===== src/rtl/srt_pkg.sv =====
package srt_pkg;
  parameter int unsigned NUM_STREAMS     = 4;
  parameter int unsigned SLOTS_PER_FRAME = 64;
  parameter int unsigned FRAC_W          = 25;
  localparam int unsigned CNT_W = $clog2(SLOTS_PER_FRAME + 1);
  localparam int unsigned IDX_W = $clog2(NUM_STREAMS);
  localparam int unsigned RAW_W = CNT_W + 1;

  typedef struct packed {
    logic [CNT_W-1:0]  x;
    logic [FRAC_W-1:0] y;
  } rate_t;
endpackage


===== src/rtl/srt_rate_reg.sv =====
module srt_rate_reg
  import srt_pkg::*;
(
  input  logic  clk_i,
  input  logic  rst_ni,
  input  logic  we_i,
  input  rate_t rate_i,
  input  logic  frame_i,
  output rate_t eff_o,
  output logic  pending_o
);
  rate_t stg_q, act_q;
  logic  pend_q;

  always_ff @(posedge clk_i or negedge rst_ni) begin
    if (!rst_ni) begin
      stg_q  <= '0;
      act_q  <= '0;
      pend_q <= 1'b0;
    end else begin
      if (frame_i && pend_q) act_q <= stg_q;
      if (we_i) stg_q <= rate_i;
      if (we_i)         pend_q <= 1'b1;
      else if (frame_i) pend_q <= 1'b0;
    end
  end

  // staged value is the one a boundary commits
  assign eff_o     = pend_q ? stg_q : act_q;
  assign pending_o = pend_q;

  AST_PEND_SET: assert property (@(posedge clk_i) disable iff (!rst_ni)
    we_i |=> pending_o);
  AST_PEND_CLEAR: assert property (@(posedge clk_i) disable iff (!rst_ni)
    (frame_i && !we_i) |=> !pending_o);
  AST_COLLIDE_KEEP: assert property (@(posedge clk_i) disable iff (!rst_ni)
    (frame_i && we_i) |=> pending_o);
endmodule


===== src/rtl/srt_frac_accum.sv =====
module srt_frac_accum
  import srt_pkg::*;
(
  input  logic             clk_i,
  input  logic             rst_ni,
  input  logic             frame_i,
  input  rate_t            rate_i,
  output logic [RAW_W-1:0] raw_o
);
  logic [FRAC_W-1:0] acc_q;
  logic [FRAC_W:0]   sum;

  assign sum   = {1'b0, acc_q} + {1'b0, rate_i.y};
  assign raw_o = RAW_W'(rate_i.x) + RAW_W'(sum[FRAC_W]);

  always_ff @(posedge clk_i or negedge rst_ni) begin
    if (!rst_ni)      acc_q <= '0;
    else if (frame_i) acc_q <= sum[FRAC_W-1:0];
  end

  AST_ACC_HOLD: assert property (@(posedge clk_i) disable iff (!rst_ni)
    !frame_i |=> $stable(acc_q));
  AST_ACC_ZERO_FRAC: assert property (@(posedge clk_i) disable iff (!rst_ni)
    (frame_i && rate_i.y == '0) |=> $stable(acc_q));
endmodule


===== src/rtl/srt_grant_cap.sv =====
module srt_grant_cap
  import srt_pkg::*;
(
  input  logic             clk_i,
  input  logic             rst_ni,
  input  logic             frame_i,
  input  logic [RAW_W-1:0] raw_i,
  input  logic [CNT_W-1:0] alloc_i,
  output logic [CNT_W-1:0] grant_o,
  output logic             capped_o
);
  logic             over;
  logic [CNT_W-1:0] grant_q;
  logic             cap_q;

  assign over = raw_i > RAW_W'(alloc_i);

  always_ff @(posedge clk_i or negedge rst_ni) begin
    if (!rst_ni) begin
      grant_q <= '0;
      cap_q   <= 1'b0;
    end else if (frame_i) begin
      grant_q <= over ? alloc_i : raw_i[CNT_W-1:0];
      if (over) cap_q <= 1'b1;
    end
  end

  assign grant_o  = grant_q;
  assign capped_o = cap_q;

  AST_GRANT_LE_ALLOC: assert property (@(posedge clk_i) disable iff (!rst_ni)
    frame_i |=> grant_o <= $past(alloc_i));
  AST_CAP_STICKY: assert property (@(posedge clk_i) disable iff (!rst_ni)
    capped_o |=> capped_o);
  AST_GRANT_HOLD: assert property (@(posedge clk_i) disable iff (!rst_ni)
    !frame_i |=> $stable(grant_o));
endmodule


===== src/rtl/slot_rate_throttle.sv =====
module slot_rate_throttle
  import srt_pkg::*;
(
  input  logic                         clk_i,
  input  logic                         rst_ni,
  input  logic                         cfg_we_i,
  input  logic [IDX_W-1:0]             cfg_idx_i,
  input  logic [CNT_W-1:0]             cfg_int_i,
  input  logic [FRAC_W-1:0]            cfg_frac_i,
  input  logic                         frame_i,
  input  logic [NUM_STREAMS*CNT_W-1:0] alloc_i,
  output logic [NUM_STREAMS*CNT_W-1:0] grant_o,
  output logic                         grant_vld_o,
  output logic [NUM_STREAMS-1:0]       pending_o,
  output logic [NUM_STREAMS-1:0]       capped_o
);
  rate_t wr_rate;
  logic  vld_q;

  assign wr_rate.x = cfg_int_i;
  assign wr_rate.y = cfg_frac_i;

  for (genvar s = 0; s < NUM_STREAMS; s++) begin : g_str
    rate_t            eff;
    logic [RAW_W-1:0] raw;
    logic             we;

    assign we = cfg_we_i && (cfg_idx_i == IDX_W'(s));

    srt_rate_reg u_reg (
      .clk_i, .rst_ni, .we_i(we), .rate_i(wr_rate), .frame_i,
      .eff_o(eff), .pending_o(pending_o[s])
    );

    srt_frac_accum u_acc (
      .clk_i, .rst_ni, .frame_i, .rate_i(eff), .raw_o(raw)
    );

    srt_grant_cap u_cap (
      .clk_i, .rst_ni, .frame_i, .raw_i(raw),
      .alloc_i(alloc_i[s*CNT_W +: CNT_W]),
      .grant_o(grant_o[s*CNT_W +: CNT_W]),
      .capped_o(capped_o[s])
    );

    AST_ZERO_RATE: assert property (@(posedge clk_i) disable iff (!rst_ni)
      (frame_i && eff.x == '0 && eff.y == '0) |=> grant_o[s*CNT_W +: CNT_W] == '0);
  end

  always_ff @(posedge clk_i or negedge rst_ni) begin
    if (!rst_ni) vld_q <= 1'b0;
    else         vld_q <= frame_i;
  end
  assign grant_vld_o = vld_q;

  AST_VLD_PULSE: assert property (@(posedge clk_i) disable iff (!rst_ni)
    frame_i |=> grant_vld_o);
endmodule


===== config.mk =====
export PLATFORM = sky130hd
export DESIGN_NAME = slot_rate_throttle
export DESIGN_NICKNAME = d
export VERILOG_FILES = /design/src/rtl/srt_pkg.sv /design/src/rtl/srt_rate_reg.sv /design/src/rtl/srt_frac_accum.sv /design/src/rtl/srt_grant_cap.sv /design/src/rtl/slot_rate_throttle.sv
export SDC_FILE = /design/constraint.sdc
export NUM_CORES = 1
export LEC_CHECK = 0
export BUFFER_PORTS_ARGS = -buffer_cell sky130_fd_sc_hd__buf_4
export CAP_MARGIN = 20
export CORE_ASPECT_RATIO = 2
export CORE_MARGIN = 4
export CORE_UTILIZATION = 40
export CTS_CLUSTER_DIAMETER = 200
export CTS_CLUSTER_SIZE = 16
export DETAILED_ROUTE_END_ITERATION = 12
export GPL_ROUTABILITY_DRIVEN = 0
export SLEW_MARGIN = 10
export SYNTH_ARGS = -nofsm -noshare
export SYNTH_HDL_FRONTEND = slang
export SYNTH_SLANG_ARGS = --single-unit

===== constraint.sdc =====
create_clock -name clk_i -period 9.4 [get_ports clk_i]
set_input_delay 1.88 -clock clk_i [delete_from_list [all_inputs] [get_ports clk_i]]
set_output_delay 1.88 -clock clk_i [all_outputs]
set_load 0.05 [all_outputs]

* After elaboration in Yosys (flattened, before gate mapping)
Index checks and enable logic that the tools add are counted.
** Operators by class
- Add/sub/neg operators :: 8
- Magnitude comparators :: 4
- Equality and inequality tests :: 3
- Mux-type cells :: 13
- Reductions and logical operators :: 17
** Operators with widths (number)
- two-way mux 32 bit :: 4
- adder 25 x 25 -> 26 bit :: 4
- adder 7 x 1 -> 8 bit :: 4
- greater-than comparator 8 x 7 -> 1 bit :: 4
- two-way mux 7 bit :: 4
- logical AND 1 bit :: 8
- AND reduction 2 bit :: 4
- nonzero test 2 bit :: 4
- two-way mux 1 bit :: 5
- equality test 2 bit (second input constant) :: 2
- equality test 2 x 1 -> 1 bit (second input constant) :: 1
- logical NOT 2 bit :: 1
** Word-level totals
- Bits in registers :: 393
- Bits of input ports :: 66
- Output and inout port bits :: 37
- Word-level logic and storage cells :: 78

* Logic depth before layout (Yosys ltp)
Gate-level depths: netlist (run 1).
- Depth in word-level cells :: 5
- Gate-level depth with buffers :: 31
- Mapped depth without buffers :: 28

* By module
From an unflattened synthesis (run 1), not the netlist that was laid out.
** Second synthesis, totals
- Cells, all modules :: 2052
- Area, all modules :: 24001.8 um^2
** Modules (own cells, without submodules)
- srt_rate_reg :: instances 4, cells an instance 175, area an instance 2929.1 um^2, sequential area each 1626.6 um^2
- srt_frac_accum at g_str[0].u_acc ... :: instances 3, cells an instance 294, area an instance 2518.7 um^2, sequential area each 625.6 um^2
- srt_grant_cap :: instances 4, cells an instance 54, area an instance 584.3 um^2, sequential area each 200.2 um^2
- srt_frac_accum at g_str[3].u_acc :: instances 1, cells an instance 249, area an instance 2329.7 um^2, sequential area each 625.6 um^2
- slot_rate_throttle :: instances 1, cells an instance 5, area an instance 62.6 um^2, sequential area each 25.0 um^2

* Worst setup path after synthesis (run 1)
OpenSTA, ideal clock, no wires.
- Kind :: register -> register
- Start point :: reg g_str[1].u_reg.pend_q
- End point :: reg g_str[1].u_cap.grant_q[0]
- Library setup time :: 0.137 ns
- Arrival time :: 5.985 ns
- Required time :: 9.263 ns
- Setup slack :: 3.278 ns
- Cell stages (with the launch flop) :: 31
- Path buffers :: 3
- Clock period less this slack :: 6.122 ns
- Cells stage by stage :: dfrtp_1 > clkbuf_1 > buf_1 > buf_1 > mux2i_1 > inv_1 > ha_1 > a211oi_1 > nor2_1 > o31ai_2 > a21oi_1 > o22ai_2 > nor2_1 > o41a_1 > a221o_1 > a21o_1 > ha_1 > ha_1 > nor2b_1 > nand2_1 > xor2_1 > a21oi_1 > ha_1 > nand4_1 > nor2_1 > nor2_1 > nand2_1 > a21oi_1 > o21ai_2 > mux2i_1 > a21oi_1
** On the way
- Longest elaborated chain between the ends :: 5
** RTL lines
- start, declared :: RTL line srt_rate_reg.sv:13 : logic pend_q;
- start signal, assigned :: RTL line srt_rate_reg.sv:19 : pend_q <= 1'b0;
- start signal, assigned :: RTL line srt_rate_reg.sv:23 : if (we_i) pend_q <= 1'b1;
- start signal, assigned :: RTL line srt_rate_reg.sv:24 : else if (frame_i) pend_q <= 1'b0;
- two-way mux 32 bit * :: RTL line srt_rate_reg.sv:29 : assign eff_o = pend_q ? stg_q : act_q;
- adder 25 x 25 -> 26 bit :: RTL line srt_frac_accum.sv:13 : assign sum = {1'b0, acc_q} + {1'b0, rate_i.y};
- adder 7 x 1 -> 8 bit * :: RTL line srt_frac_accum.sv:14 : assign raw_o = RAW_W'(rate_i.x) + RAW_W'(sum[FRAC_W]);
- greater-than comparator 8 x 7 -> 1 bit :: RTL line srt_grant_cap.sv:16 : assign over = raw_i > RAW_W'(alloc_i);
- two-way mux 7 bit * :: RTL line srt_grant_cap.sv:23 : grant_q <= over ? alloc_i : raw_i[CNT_W-1:0];
- end signal, assigned :: RTL line srt_grant_cap.sv:23
- end, declared :: RTL line srt_grant_cap.sv:13 : logic [CNT_W-1:0] grant_q;
Mark *: on every way between the ends. The rest lies on a longest branch, timed or not.
A chain may end at the register's enable or synchronous reset.

* Worst setup path after layout (run 1)
- Start point :: reg g_str[1].u_reg.pend_q
- End point :: reg g_str[1].u_cap.grant_q[3]
Same word-level chain as after synthesis.

==> flow_summary_export.csv, run 1 <==
group,metric,value,unit
worst_setup_path,slowest_delay,0.89,ns
timing,period_needed,6.71,ns
timing,finClkSkew,0.0106,ns
floorplanning,ios,103,
clocking,cts_setup_buffers,0,
drt,drc,0,
floorplanning,die_h,343,um
clocking,cts_max_path_buffers,3,
clocking,clock-sinks,393,
power,p_total,8.51,mW
drt,post_drt_wl_per_cell,18.4,um
clocking,ctsResizeCount,0,
yosys,ys_seq_elements,393,
drt,wirelength,51100,um
drt,drtPass1Iterations,5,
clocking,postCtsHoldBufs,0,
final_layout,fillers,5132,
grt,grtUsageTotal,16.9,%
timing,worst_pin_slew,1.01,ns
grt,antenna_found_initial,3,
worst_setup_path,cp_data_required_time,9.83,ns
worst_setup_path,cp-start-kind,"flop",
placed_design,hpwl,37900,um
drt,drtIter0Drc,617,
clocking,numCtsBuffers,28,
final_layout,drive_above_1_share,29.5,%
clocking,root_buffer,"clkbuf_16",
timing,slew_violations,0,
timing,hold_violations,0,
power,p_per_area,345,nW/um^2
timing,max_freq,149,MHz
final_layout,finalNetCount,2228,
worst_setup_path,crit_fanout,22,
drt,via_count,15100,
yosys,syn_inst,1965,
worst_setup_path,setup.worst_path.end_class,"flop",
floorplanning,initial_utilization,40.5,%
timing,hold_ws,0.462,ns
worst_setup_path,critPathSlowestCell,"dfrtp_1",
final_layout,final_common_cell,"mux2_2",
timing,tns,0,ns
floorplanning,die-area,60200,sq um
final_layout,area_growth,9.90,%
drt,ant_nets,0,
grt,grt_max_degree,167,
run_status,status,"finished, final reports clean",
worst_setup_path,path_buf_inv,2,
yosys,ys.flop_type,"dfrtp_1",
floorplanning,rows,122,
clocking,clk_latency,0.57,ns
drt,vias_per_cell,5.46,
yosys,syn-cell-area,22400,sq um
timing,worst_slew_margin_rel,32.4,%
clocking,cts_tree,"built",
yosys,synth_fp_nets,2171,
final_layout,regArea,9840,sq um
final_layout,multi_input_area,12000,sq um
timing,setup_viol,0,
grt,overflow,0,
power,leakage,10.9,nW
floorplanning,core,55400,sq um
yosys,yosysSeqAreaShare,43.8,%
clocking,cts_max_level,1,
power,ir_worst_vdd,0.171,mV
timing,fin_crit_sh,71.3,%
hold_path,hp-class,"flop to flop",
yosys,synth-edff-count,0,
worst_setup_path,worstPathArrival,7.14,ns
worst_setup_path,crit_family,"compound AO/OA/AOI/OAI gates",
placed_design,port_buffers,102,
floorplanning,die_width,175,um
yosys,ys_types,73,
worst_setup_path,crit_type,"flop to flop",
grt,grt_pass1_wl,83100,um
yosys,ys_warn_count,0,
timing,rsz0062_at_grt,"no",
flow_run,max_cap_viol_count,0,
clocking,path_clk_slew,0.08,ns
yosys,async_flop_share,100,%
yosys,avgSynthCellArea,11.4,sq um
final_layout,layout_common_cells,"mux2_2, dfrtp_1, a21oi_1",
grt,grt_pass1_vias,16100,
[synth_stat cells, types with 14 or more instances]
cell type / number / area (sq um)
nor2_1: 111 / 417
and3_1: 14 / 87.6
ha_1: 136 / 1700
xnor2_1: 66 / 578
xor2_1: 32 / 280
o21a_1: 14 / 105
dfrtp_1: 393 / 9830
o21ai_0: 56 / 280
a21oi_1: 146 / 731
nand2_1: 66 / 248
nor2b_1: 37 / 231
clkbuf_1: 56 / 210
buf_1: 25 / 93.8
mux2_2: 427 / 4810
nand3_1: 22 / 110
a21o_1: 63 / 473
nand4_1: 17 / 106
inv_1: 63 / 236
mux2i_1: 40 / 400
[flip-flops by register name, summed over array words and instances (netlist names)]
name                   flops
g_str.u_reg.act_q        128
g_str.u_reg.stg_q        128
g_str.u_acc.acc_q        100
g_str.u_cap.grant_o       28
g_str.u_cap.capped_o       4
g_str.u_reg.pending_o      4
grant_vld_o                1
[worst paths after layout]
check                                              start                        end  slack, ns  cells past startpoint
worst max-delay path            g_str[1].u_reg.pending_o  g_str[1].u_cap.grant_o[3]       2.69                     28
worst min-delay path             g_str[1].u_cap.capped_o    g_str[1].u_cap.capped_o       0.46                      1
worst max register to register  g_str[1].u_reg.pending_o  g_str[1].u_cap.grant_o[3]       2.69                     28
worst min register to register   g_str[1].u_cap.capped_o    g_str[1].u_cap.capped_o       0.46                      1
max in group asynchronous                         rst_ni    g_str[0].u_cap.capped_o       6.41                      2
min in group asynchronous                         rst_ni    g_str[2].u_acc.acc_q[2]       1.34                      1
[power by group]
| part | switching [mW] | internal [mW] | leakage (nW) |
|---|---|---|---|
| combinational | 2.43 | 2.27 | 5.92 |
| clock | 0.584 | 0.546 | 0.363 |
| sequential | 0.368 | 2.30 | 4.63 |
[cell families (layout without fill, tap and decap cells)]
group	Yosys count	in the layout	synth area share (%)
other cells	0	5	0
compound gates	400	400	11.7
flops	393	393	43.8
fa+ha+maj	140	140	7.94
xor+xnor	98	98	3.82
mux	468	468	23.3
simple gates	312	312	6.65
buf+inv	154	212	2.79
[through the flow]
step | instances | utilization (%) | area, sq um | setup slack [ns]
CTS | 2767 | 44.5 | 24600 | 2.67
finish | 2772 | 44.5 | 24700 | 2.69
global route | 2767 | 44.5 | 24600 | 2.16
floorplan | 1965 | - | 22400 | 3.28
detailed placement | 2736 | 43.2 | 23900 | 2.70
global placement | 2736 | 43.2 | 23900 | 2.84
[area by class of cell]
| cell class | count | area share [%] |
|---|---|---|
| Multi-Input combinational cell | 1418 | 48.6 |
| Sequential cell | 393 | 39.9 |
| Tap cell | 744 | 3.77 |
| Timing Repair Buffer | 118 | 3.74 |
| Clock buffer | 30 | 2.96 |
| Inverter | 63 | 0.959 |
| Antenna cell | 5 | 0.0507 |
| Clock inverter | 1 | 0.0355 |
[routing by layer]
metal / wire length [um] / share of wire, % / track usage (%)
met1: 18200 / 36 / 17.0
met2: 28800 / 56 / 34.1
met3: 1920 / 3.7 / 2.36
met4: 2260 / 4.4 / 7.17
met5: 0 / 0 / 0
Note: power is estimated with default switching activity, not from simulation.
==> run 2, diff against run 1 <==
- clock period: 9.4 -> 6.64 ns (I/O delays scaled with it)
==> flow_summary_export.csv, run 2 (synthesis gave the netlist of run 1 again) <==
group,metric,value,unit
run_status,status,"finished, final reports clean",
timing,period_needed,6.00,ns
floorplanning,ios,103,
clocking,cts_tree,"built",
final_layout,layout_common_cells,"mux2_2, dfrtp_1, a21oi_1",
timing,worst_pin_slew,0.962,ns
clocking,cts_setup_buffers,0,
grt,grt_max_degree,168,
drt,wirelength,51300,um
final_layout,reg_top3,"g_str.u_reg.act_q (128), g_str.u_reg.stg_q (128), g_str.u_acc.acc_q (100)",
worst_setup_path,worstPathArrival,6.43,ns
clocking,postCtsHoldBufs,0,
worst_setup_path,r2r_setup_slack,0.64,ns
timing,tns,0,ns
timing,max_freq,167,MHz
hold_path,hp-class,"flop to flop",
final_layout,post-route-util,44.5,%
drt,via_count,15100,
floorplanning,initial_utilization,40.5,%
floorplanning,die-area,60200,sq um
final_layout,area_growth,9.97,%
drt,ant_nets,0,
final_layout,antenna_cells,0,
power,p_per_area,489,nW/um^2
clocking,clock-sinks,393,
grt,grtUsageTotal,17.0,%
clocking,path_clk_slew,0.07,ns
worst_setup_path,crit_type,"flop to flop",
clocking,ctsResizeCount,0,
clocking,clk_latency,0.58,ns
clocking,cts_max_level,1,
floorplanning,core,55400,sq um
placed_design,hpwl,37700,um
grt,grt_pass1_vias,16200,
drt,drc,0,
clocking,numCtsBuffers,28,
power,leakage,10.9,nW
grt,overflow,0,
final_layout,final_common_cell,"mux2_2",
worst_setup_path,cp_data_required_time,7.08,ns
timing,rsz0062_at_grt,"no",
power,ir_worst_vdd,0.223,mV
clocking,root_buffer,"clkbuf_16",
clocking,cts_max_path_buffers,3,
timing,fin_crit_sh,90.3,%
worst_setup_path,cp-start-kind,"flop",
drt,vias_per_cell,5.47,
final_layout,finalNetCount,2232,
timing,finClkSkew,0.0208,ns
timing,slew_violations,0,
grt,antenna_found_initial,1,
worst_setup_path,setup.worst_path.end_class,"flop",
floorplanning,die_h,343,um
floorplanning,rows,122,
final_layout,drive_above_1_share,29.6,%
placed_design,port_buffers,102,
drt,post_drt_wl_per_cell,18.5,um
drt,drtPass1Iterations,5,
timing,worst_slew_margin_rel,35.8,%
drt,drtIter0Drc,622,
flow_run,max_cap_viol_count,0,
timing,setup_viol,0,
timing,hold_violations,0,
worst_setup_path,crit_fanout,11,
floorplanning,die_width,175,um
timing,hold_ws,0.461,ns
grt,grt_pass1_wl,83900,um
==> run 2: area by class of cell <==
cell class / instances / area (sq um)
inverters: 63 / 236
clock inverters: 1 / 8.76
fillers: 5192 / 30700
well taps: 744 / 931
multi-input cells: 1418 / 12000
flip-flops and latches: 393 / 9840
repair buffers: 122 / 952
clock buffers: 30 / 729
==> run 2: routing by layer <==
layer  up-vias  share of wire [%]  GRT usage, %
li1       7200                  -             -
met3       106                3.3          1.84
met2       300                 56          34.1
met4         2                4.2          6.99
met1      7538                 36          17.6
met5         -              0.039             0
==> run 2: worst paths after layout <==
check | endpoint | startpoint | cells past startpoint
min | g_str[0].u_cap.capped_o | g_str[0].u_cap.capped_o | 1
min in group asynchronous | g_str[2].u_acc.acc_q[3] | rst_ni | 1
max reg2reg | g_str[1].u_cap.grant_o[4] | g_str[1].u_reg.pending_o | 27
min reg2reg | g_str[0].u_cap.capped_o | g_str[0].u_cap.capped_o | 1
max in group asynchronous | g_str[0].u_reg.pending_o | rst_ni | 2
max | g_str[1].u_cap.grant_o[4] | g_str[1].u_reg.pending_o | 27
==> run 2: critical path, stage by stage (launching register included) <==
cell and delay (ns):
dfrtp_1 0.62, buf_4 0.29, mux2_2 0.36, ha_1 0.36, o21ai_0 0.20, nand2b_1 0.07
a21oi_1 0.15, nor2b_1 0.07, o22ai_2 0.21, nor2_1 0.10, o41a_1 0.41, a221o_1 0.34
a21o_1 0.20, ha_1 0.21, ha_1 0.22, nor2b_1 0.16, nand2_1 0.09, xor2_1 0.14
a21oi_1 0.11, ha_1 0.31, nand4_1 0.12, nor2_1 0.15, nor2_1 0.06, nand2_1 0.07
a21oi_1 0.09, o21ai_2 0.43, mux2i_1 0.25, a21oi_1 0.09
==> run 2: metrics by stage <==
stage,power (mW),instances,area [sq um],worst slack (ns)
2_1_floorplan,9.04,1965,22400,0.518
3_3_place_gp,10.3,2740,23900,0.808
3_5_place_dp,10.5,2740,23900,0.714
4_1_cts,12.2,2771,24700,0.701
5_1_grt,13.1,2771,24700,0.147
6_report,12.1,2771,24700,0.644
==> run 2: power by group <==
part	internal [mW]	switching, mW
logic	3.23	3.48
clock network	0.773	0.828
registers	3.26	0.496
==> run 3, diff against run 2 <==
- clock period: 6.64 -> 5.9 ns (I/O delays scaled with it)
==> flow_summary_export.csv, run 3 (synthesis gave the netlist of run 1 again) <==
group,metric,value,unit
run_status,status,"finished, final reports clean",
hold_path,hp-class,"flop to flop",
final_layout,reg_top3,"g_str.u_reg.act_q (128), g_str.u_reg.stg_q (128), g_str.u_acc.acc_q (100)",
timing,finClkSkew,0.0144,ns
drt,ant_nets,0,
timing,worst_pin_slew,0.900,ns
worst_setup_path,cp-start-kind,"flop",
placed_design,port_buffers,102,
timing,hold_violations,0,
drt,drtPass1Iterations,5,
timing,hold_ws,0.459,ns
grt,grt_pass1_vias,16000,
placed_design,hpwl,38100,um
drt,drc,0,
timing,setup_viol,0,
grt,grt_pass1_wl,83500,um
power,leakage,11.0,nW
placed_design,dpl_worst_slack,0.101,ns
drt,wirelength,52100,um
floorplanning,rows,122,
final_layout,drive_above_1_share,30.8,%
clocking,cts_max_path_buffers,3,
timing,max_freq,181,MHz
placed_design,place_inst,2744,
drt,vias_per_cell,5.47,
worst_setup_path,crit_type,"flop to flop",
timing,fin_crit_sh,93.9,%
floorplanning,die-area,60200,sq um
floorplanning,core,55400,sq um
clocking,cts_tree,"built",
floorplanning,ios,103,
drt,post_drt_wl_per_cell,18.7,um
worst_setup_path,crit_fanout,11,
final_layout,area_growth,10.9,%
grt,grtUsageTotal,17.1,%
timing,setup_ws,0.361,ns
timing,worst_slew_margin_rel,40.0,%
final_layout,layout_common_cells,"mux2_2, dfrtp_1, a21oi_1",
clocking,path_clk_slew,0.08,ns
clocking,root_buffer,"clkbuf_16",
power,ir_worst_vdd,0.275,mV
timing,slew_violations,0,
clocking,numCtsBuffers,28,
grt,overflow,0,
clocking,clk_latency,0.57,ns
worst_setup_path,cp_data_required_time,6.31,ns
final_layout,final_common_cell,"mux2_2",
floorplanning,die_width,175,um
floorplanning,die_h,343,um
grt,grt_max_degree,129,
floorplanning,initial_utilization,40.5,%
flow_run,max_cap_viol_count,0,
clocking,postCtsHoldBufs,0,
clocking,clock-sinks,393,
worst_setup_path,worstPathArrival,5.95,ns
final_layout,finalNonFillerCells,2782,
final_layout,finalNetCount,2242,
grt,antenna_found_initial,3,
power,p_total,13.7,mW
power,p_per_area,551,nW/um^2
timing,period_needed,5.54,ns
clocking,cts_max_level,1,
worst_setup_path,setup.worst_path.end_class,"flop",
drt,via_count,15200,
drt,drtIter0Drc,636,
==> run 3: cell count changes in the layout (fill, tap and decap cells not counted), moves of 2 or more <==
cell	previous run	this run
a21oi_1	146	142
a21oi_2	1	5
buf_4	118	127
dfrtp_1	392	390
dfrtp_2	1	3
ha_1	136	131
ha_2	0	3
ha_4	0	2
o21ai_0	56	54
o32ai_2	3	1
o32ai_4	0	2
==> run 3: final timing paths <==
check / cells past startpoint / endpoint / startpoint / slack [ns]
setup / recovery: 27 / g_str[1].u_cap.grant_o[0] / g_str[1].u_reg.pending_o / 0.36
hold / removal: 1 / g_str[3].u_cap.capped_o / g_str[3].u_cap.capped_o / 0.46
setup reg to reg: 27 / g_str[1].u_cap.grant_o[0] / g_str[1].u_reg.pending_o / 0.36
hold reg to reg: 1 / g_str[3].u_cap.capped_o / g_str[3].u_cap.capped_o / 0.46
max in group asynchronous: 2 / g_str[0].u_reg.stg_q[22] / rst_ni / 3.97
min in group asynchronous: 1 / g_str[2].u_acc.acc_q[11] / rst_ni / 0.68
==> run 3: area by class of cell <==
cell class	count	area (sq um)
fill	5133	30500
clock inverter	1	8.76
timing repair buffer	132	1040
clock buffer	30	729
multi-input combinational	1418	12100
inverter	63	236
sequential	393	9840
tap	744	931
antenna	1	2.50
==> run 3: metal layers <==
metal | vias to the layer above | global-route usage [%] | routed length (um)
li1 | 7245 | - | -
met1 | 7575 | 17.9 | 19000
met2 | 281 | 33.0 | 28400
met4 | 4 | 8.11 | 2700
met3 | 116 | 2.46 | 1970
met5 | - | 0 | 21
==> run 3: stage by stage <==
step                util, %  area, sq um  TNS (ns)
floorplan                 -        22400         0
global placement       43.3        24000         0
detailed placement     43.3        24000         0
CTS                    44.6        24700         0
global route           44.9        24900    -0.126
finish                 44.9        24900         0
==> run 3: critical path, cell delays in order, from the launching register on <==
cell     delay [ns]
dfrtp_2        0.46
buf_12         0.16
buf_4          0.10
mux2_2         0.33
ha_2           0.31
a21o_1         0.21
a21oi_1        0.20
nand2_1        0.10
o22ai_2        0.15
nor2_1         0.10
o41a_1         0.44
a221o_1        0.33
a21o_1         0.19
ha_1           0.21
ha_1           0.22
nor2b_1        0.16
nand2_1        0.09
xor2_1         0.14
a21oi_1        0.10
ha_1           0.32
nand4_1        0.12
nor2_1         0.10
nor2_1         0.05
nand2_1        0.09
a21oi_2        0.08
o21ai_4        0.32
mux2i_1        0.22
a21oi_1        0.08
==> run 3: timing repair <==
item	in CTS	in global routing
setup buffers	0	6
endpoints found under the setup margin	0	23
resized for setup	0	24
==> run 3: report_power, final <==
part	switching, mW	leakage [nW]	internal (mW)
sequential	0.576	4.63	3.67
combinational	3.98	6.00	3.71
clock	0.920	0.363	0.869
